$ cat src/rtl/smb_cfg_target.sv
module smb_cfg_target #(
  parameter int NREG   = 4,
  parameter int NOUT   = 4,
  parameter int EN_REG = 1
) (
  input  logic            clk,
  input  logic            rst_n,
  input  logic            scl_i,
  input  logic            sda_i,
  output logic            sda_oe,
  input  logic [1:0]      addr_sel,
  input  logic [1:0]      mode_sel,
  input  logic            ref_ok,
  output logic [NOUT-1:0] out_en
);
  localparam int AW = $clog2(NREG);
  localparam logic [7:0] CNT_BYTE = 8'(NREG);
  localparam logic [7:0] B0_MASK = 8'hF5;

  typedef enum logic [2:0] {S_IDLE, S_RX, S_RACK, S_TX, S_TACK} st_t;
  typedef enum logic [1:0] {P_ADDR, P_CMD, P_CNT, P_DATA} ph_t;

  logic [1:0] scl_sy, sda_sy;
  logic       scl_d, sda_d, scl_s, sda_s;
  logic       scl_rise, scl_fall, start_c, stop_c;

  assign scl_s    = scl_sy[1];
  assign sda_s    = sda_sy[1];
  assign scl_rise = scl_s & ~scl_d;
  assign scl_fall = ~scl_s & scl_d;
  assign start_c  = scl_s & scl_d & sda_d & ~sda_s;
  assign stop_c   = scl_s & scl_d & ~sda_d & sda_s;

  always_ff @(posedge clk or negedge rst_n) begin
    if (!rst_n) begin
      scl_sy <= 2'b11;
      sda_sy <= 2'b11;
      scl_d  <= 1'b1;
      sda_d  <= 1'b1;
    end else begin
      scl_sy <= {scl_sy[0], scl_i};
      sda_sy <= {sda_sy[0], sda_i};
      scl_d  <= scl_s;
      sda_d  <= sda_s;
    end
  end

  logic       latched;
  logic [6:0] my_addr;
  logic [1:0] mode_q;

  st_t        st;
  ph_t        ph;
  logic [7:0] sh, left;
  logic [3:0] bitn;
  logic       rnw, m_ack, drv;
  logic [AW-1:0] ptr;
  logic [7:0] regs [NREG];
  logic [7:0] rd_byte;

  assign rd_byte = (ptr == '0) ? {regs[0][7:4], mode_q[1], regs[0][2], mode_q[0], regs[0][0]}
                               : regs[ptr];
  assign sda_oe  = drv;
  assign out_en  = regs[EN_REG][NOUT-1:0];

  always_ff @(posedge clk or negedge rst_n) begin
    if (!rst_n) begin
      latched <= 1'b0;
      my_addr <= 7'h00;
      mode_q  <= 2'b00;
      st      <= S_IDLE;
      ph      <= P_ADDR;
      sh      <= 8'h00;
      left    <= 8'h00;
      bitn    <= 4'd0;
      rnw     <= 1'b0;
      m_ack   <= 1'b0;
      drv     <= 1'b0;
      ptr     <= '0;
      for (int i = 0; i < NREG; i++) regs[i] <= (i == EN_REG) ? 8'hFF : 8'h00;
    end else if (!latched) begin
      latched <= 1'b1;
      case (addr_sel)
        2'b00:   my_addr <= 7'h6D;
        2'b01:   my_addr <= 7'h6E;
        default: my_addr <= 7'h6C;
      endcase
      case (mode_sel)
        2'b00:   mode_q <= 2'b00;
        2'b01:   mode_q <= 2'b10;
        default: mode_q <= 2'b01;
      endcase
    end else if (!ref_ok) begin
      st  <= S_IDLE;
      drv <= 1'b0;
    end else if (start_c) begin
      st   <= S_RX;
      ph   <= P_ADDR;
      bitn <= 4'd0;
      drv  <= 1'b0;
    end else if (stop_c) begin
      st  <= S_IDLE;
      drv <= 1'b0;
    end else begin
      case (st)
        S_RX: begin
          if (scl_rise && bitn != 4'd8) begin
            sh   <= {sh[6:0], sda_s};
            bitn <= bitn + 4'd1;
          end else if (scl_fall && bitn == 4'd8) begin
            bitn <= 4'd0;
            case (ph)
              P_ADDR: begin
                if (sh[7:1] == my_addr) begin
                  drv <= 1'b1;
                  st  <= S_RACK;
                  rnw <= sh[0];
                  ph  <= sh[0] ? P_CNT : P_CMD;
                end else begin
                  st <= S_IDLE;
                end
              end
              P_CMD: begin
                drv <= 1'b1;
                st  <= S_RACK;
                rnw <= 1'b0;
                ptr <= sh[AW-1:0];
                ph  <= P_CNT;
              end
              P_CNT: begin
                drv  <= 1'b1;
                st   <= S_RACK;
                left <= sh;
                ph   <= P_DATA;
              end
              default: begin
                if (left != 8'h00) begin
                  drv       <= 1'b1;
                  st        <= S_RACK;
                  regs[ptr] <= (ptr == '0) ? (sh & B0_MASK) : sh;
                  ptr       <= ptr + 1'b1;
                  left      <= left - 8'h01;
                end else begin
                  st <= S_IDLE;
                end
              end
            endcase
          end
        end
        S_RACK: begin
          if (scl_fall) begin
            if (rnw) begin
              sh  <= CNT_BYTE;
              drv <= ~CNT_BYTE[7];
              st  <= S_TX;
            end else begin
              drv <= 1'b0;
              st  <= S_RX;
            end
          end
        end
        S_TX: begin
          if (scl_fall) begin
            if (bitn == 4'd7) begin
              drv  <= 1'b0;
              bitn <= 4'd0;
              st   <= S_TACK;
            end else begin
              sh   <= {sh[6:0], 1'b0};
              drv  <= ~sh[6];
              bitn <= bitn + 4'd1;
            end
          end
        end
        S_TACK: begin
          if (scl_rise) begin
            m_ack <= ~sda_s;
          end else if (scl_fall) begin
            if (m_ack) begin
              sh  <= rd_byte;
              drv <= ~rd_byte[7];
              ptr <= ptr + 1'b1;
              st  <= S_TX;
            end else begin
              st <= S_IDLE;
            end
          end
        end
        default: drv <= 1'b0;
      endcase
    end
  end
endmodule

$ cat config.mk
export PLATFORM = sky130hd
export DESIGN_NAME = smb_cfg_target
export DESIGN_NICKNAME = d
export VERILOG_FILES = /design/src/rtl/smb_cfg_target.sv
export SDC_FILE = /design/constraint.sdc
export NUM_CORES = 1
export LEC_CHECK = 0
export BUFFER_PORTS_ARGS = -buffer_cell sky130_fd_sc_hd__buf_4
export CORE_MARGIN = 3
export CORE_UTILIZATION = 30
export DETAILED_ROUTE_END_ITERATION = 7
export GPL_TIMING_DRIVEN = 0
export SLEW_MARGIN = 20
export SYNTH_ARGS = -nofsm -noshare
export SYNTH_HDL_FRONTEND = slang
export SYNTH_SLANG_ARGS = --single-unit
$ cat constraint.sdc
create_clock -name clk -period 4.9 [get_ports clk]
set_clock_uncertainty 0.1 [all_clocks]
set_input_delay 1.225 -clock clk [delete_from_list [all_inputs] [get_ports clk]]
set_output_delay 1.225 -clock clk [all_outputs]
set_load 0.05 [all_outputs]
Yosys cells after proc, flatten, opt, wreduce, memory -nomap -nowiden
Cells that the tools add are included.
- word-level logic and storage cells: 193
- input bits: 9
- bits in registers: 78
- bitwise gates (word level): 19
- magnitude comparators: 2
- add/sub/neg operators: 3
- mux-type cells: 78
- eq/ne operators: 41
- reduce and logical (&&, ||, !) cells: 30
- operators with widths (kind ; count):
    $mux W8 ; 13
    $ne A5 B5 Y1 const B ; 8
    $reduce_and A9 Y1 ; 4
    $mux W2 ; 17
    $bwmux W32 ; 1
    $pmux W8 S4 ; 1
    $mux W3 ; 10
    $mux W4 ; 7
    $ne A2 B2 Y1 const B ; 14
    $bmux W8 S2 ; 1
    $demux W8 S2 ; 1
    $pmux W2 S2 ; 4
    $pmux W8 S2 ; 1
    $mux W1 ; 15
    $reduce_and A13 Y1 ; 1
    $pmux W3 S4 ; 1
    $reduce_and A12 Y1 ; 1
    $reduce_and A6 Y1 ; 2
    $not A1 Y1 ; 11
    $reduce_and A10 Y1 ; 1
    $reduce_bool A2 Y1 ; 5
    $logic_not A2 Y1 ; 4
    $ne A4 B4 Y1 const B ; 2
    $pmux W4 S2 ; 1
    31 further kinds ; 47

Depth between registers and ports, before layout
- word-level depth: 13
- mapped depth: 8
- mapped depth without buffers: 7

Worst setup path before layout
Ideal clock, no wire load.
- path kind: input port to flip-flop
- from: in ref_ok
- to: reg regs[24] (netlist bit)
- cell stages on the path: 6
- setup time: 128 ps
- path slack: 2408 ps
- path buffers: 1
- data required time: 4672 ps
- arrival time: 2264 ps
- cell sequence: nand2_1 o21ba_2 and2_1 buf_6 nand4_4 mux2_1
- word-level cells in the longest chain between the ends: 1
- RTL lines (what ; line ; RTL):
    start: declaration ; 13 ; input logic ref_ok,
    $reduce_and A9 Y1 (no source line) ; -- ;
    end signal: indexed assignment ; 140 ; regs[ptr] <= (ptr == '0) ? (sh & B0_MASK) : sh;
    end: declaration ; 58 ; logic [7:0] regs [NREG];
No other way between the ends.
A chain may end at the register's enable or synchronous reset.

Worst setup path after layout
- from: reg left[0]
- to: reg left[7]
- word-level cells in the longest chain between the ends: 3
- RTL lines (what ; line ; RTL):
    start: declaration ; 54 ; logic [7:0] sh, left;
    start signal: assignment ; 133 ; left <= sh;
    start signal: assignment ; 142 ; left <= left - 8'h01;
    $sub A8 B1 Y8 or $reduce_bool A8 Y1 (tied branches) ; 142, 137 ;
    $mux W8 or $reduce_bool A2 Y1 (tied branches) ; -- ;
    $pmux W8 S2 or $reduce_and A9 Y1 (tied branches) ; -- ;
Parallel ways exist; a longest one is shown, timed or not. The select of a mux whose other input is x is not followed.

==> flow_summary_export.csv <==
group,metric,value,unit
cts,cts_max_level,3,
route,wl_per_cell,16.0,um
timing,worst_slew_pin_slew,1130,ps
logic_synthesis,ys_types,65,
placement,dp_hpwl,6930,um
cts,cts_buffers,9,
cts,cts_resized,0,
final_layout,drive_gt1_share,24.9,%
route,vias,3228,
timing,rsz0062_at_grt,"false",
worst_setup_path,cp_slowest_cell,"nor4b_1",
timing,setup_slack,2170,ps
logic_synthesis,syn_avg_cell_area,10.5,um^2
status,status,"finished clean",
worst_setup_path,end_kind,"flip-flop",
floorplanning,coreArea,0.0135,mm^2
cts,post_cts_buffers,0,
cts,cts_tree,"done",
power,finalPower,1.41,mW
timing,finalHoldViolCount,0,
final_layout,antenna_cells,0,
logic_synthesis,yosys_register_bits,74,
logic_synthesis,synth-edff-count,0,
route,drtIter0Drc,152,
logic_synthesis,synth_top_flop_cell,"dfrtp_1",
logic_synthesis,synth_area,0.00422,mm^2
placement,gp_congestion,0.841,
worst_setup_path,critical_path_required,5010,ps
timing,tns,0,ps
timing,setup_viol,0,
cts,clock_latency,330,ps
floorplanning,die_y,125,um
floorplanning,die_w,125,um
power,p_leak,2.05,nW
timing,finalCriticalPeriod,2730,ps
run,max_cap_viol_count,0,
floorplanning,num_rows,42,
final_layout,fillers,1338,
worst_setup_path,crit_fanout,10,
logic_synthesis,ys_seq_area_share,44.3,%
floorplanning,start_util,31.2,%
logic_synthesis,yosysWarnings,0,
power,peakVddDrop,183,uV
logic_synthesis,yosysTopAreaCellShare,35.6,%
power,p_per_area,291,mW/mm^2
global_route,grt_pass1_vias,3167,
logic_synthesis,synth.area.top_cells,"dfrtp_1 36%, mux2_2 11%, dfstp_2 8.7%",
floorplanning,dieArea,0.0155,mm^2
global_route,antenna_found_initial,0,
global_route,grt.total_usage,12.9,%
cts,root_buffer,"clkbuf_16",
final_layout,area_growth,15.3,%
timing,slew_headroom,24.8,%
cts,clock_sinks,74,
route,route.detailed.drc,0,
placement,placed_cell_area,0.00454,mm^2
route,ant_nets,0,
logic_synthesis,synth_cells,401,
logic_synthesis,synth_top_cells_by_count,"60 x dfrtp_1, 41 x mux2_2, 40 x nand2_1",
worst_setup_path,crit_type,"reg -> reg",
final_layout,register_area,0.00187,mm^2
cts,hold_buffers,0,
placement,pre_cts_ws,2070,ps
route,routed_via_density,5.33,
global_route,grt_overflow,0,
cts,clk_path_buf_depth,2,
final_layout,fin_area,0.00486,mm^2
worst_setup_path,arrival,2850,ps
route,firstDrtPassIters,5,
global_route,grt_first_pass_wirelength,16400,um
logic_synthesis,synth_most_common_cell,"dfrtp_1",
final_layout,multi_input_area,0.00218,mm^2
global_route,grt_max_degree,75,
worst_setup_path,path_buf_inv,2,
worst_setup_path,critPathLaunchType,"flip-flop",
timing,min_period_over_period,55.8,%
hold_path,min_path_type,"reg -> reg",
placement,port_buffers,13,
worst_setup_path,cpPeakStageDelay,500,ps
worst_setup_path,worstPathCellList,"inv_1, ha_1, nor4b_1, nand2_1, o2111a_1, buf_2, o21a_1, o22a_1",
floorplanning,num_io_pins,14,
cts,cts.clk_slew.worst_paths,50,ps
worst_setup_path,cpLargestDelayFamily,"simple AND/OR/NAND/NOR gates",
timing,drv_slew,0,
final_layout,nets,445,
logic_synthesis,syn-num-nets,421,
logic_synthesis,synth_top_area_cell,"dfrtp_1",
logic_synthesis,ys_async_sr_fraction,100,%
timing,max_freq,366,MHz
final_layout,utilization,36.0,%
route,wirelength,9710,um
report_power, final:
part	internal, mW	switching, mW	total (mW)
registers	0.623	0.00801	0.631
clock network	0.463	0.259	0.721
logic	0.0207	0.0409	0.0616
total	1.11	0.308	1.41
state kept, by name, indices dropped and copies added (netlist names):
name / flops
rnw: 1
sh: 8
ptr: 2
scl_sy: 2
left: 8
m_ack: 1
out_en: 4
sda_sy: 2
scl_d: 1
sda_oe: 1
sda_d: 1
mode_q: 2
my_addr: 3
bitn: 4
latched: 1
st: 3
ph: 2
regs: 28
cells by family (layout without fill, tap and decap cells):
kind of cell    Yosys count  count (layout)  share of synthesized area (%)
xor+xnor                  3               3                          0.623
fa+ha+maj                11              11                           3.26
compound gates          103             103                           15.7
buf+inv                  36              65                           4.00
mux                      57              57                           15.4
simple gates            116             116                           16.6
other cells               1               1                         0.0889
flops                    74              74                           44.3
metrics by stage:
step | hold WS (ps) | instances
2_1_floorplan | 245 | 401
3_3_place_gp | 247 | 590
3_5_place_dp | 249 | 590
4_1_cts | 257 | 606
5_1_grt | 257 | 606
6_report | 257 | 606
placed cells by master, fill, tap and decap left out, types with 4 or more instances in the layout:
master / n
o221ai_1: 6
nand3_1: 8
nand4_4: 4
inv_1: 11
ha_1: 11
dfrtp_1: 60
mux2_2: 41
o211ai_1: 5
nor3b_1: 8
o21ai_0: 35
clkbuf_1: 17
nand2b_1: 5
clkbuf_16: 9
and3b_1: 4
buf_4: 17
a21oi_1: 23
nor2b_1: 6
dfstp_2: 14
nor3_1: 8
nor2_1: 10
nand2_1: 40
mux2i_1: 13
nand3b_1: 4
metal layers:
| metal | routed length [um] | track usage (%) |
|---|---|---|
| met5 | 0 | 0 |
| met4 | 126 | 4.38 |
| met3 | 362 | 2.66 |
| met2 | 4540 | 19.8 |
| met1 | 4680 | 18.1 |
cell type report:
type                            count  area share, %
Multi-Input combinational cell    291           44.8
Sequential cell                    74           38.4
Clock buffer                       11           4.99
Tap cell                          176           4.53
Buffer                             25           2.62
Timing Repair Buffer               13           2.01
Clock inverter                      5           1.75
Inverter                           11          0.849
path summary, 6_finish.rpt:
check	slack, ps	cells after the start	end	startpoint
max	2170	8	left[7]	left[0]
min	260	0	scl_sy[1]	scl_sy[0]
max reg2reg	2170	8	left[7]	left[0]
min reg2reg	260	0	scl_sy[1]	scl_sy[0]
max in group asynchronous	3140	1	left[1]	rst_n
min in group asynchronous	920	1	bitn[3]	rst_n
(Power assumes the default switching activity.)
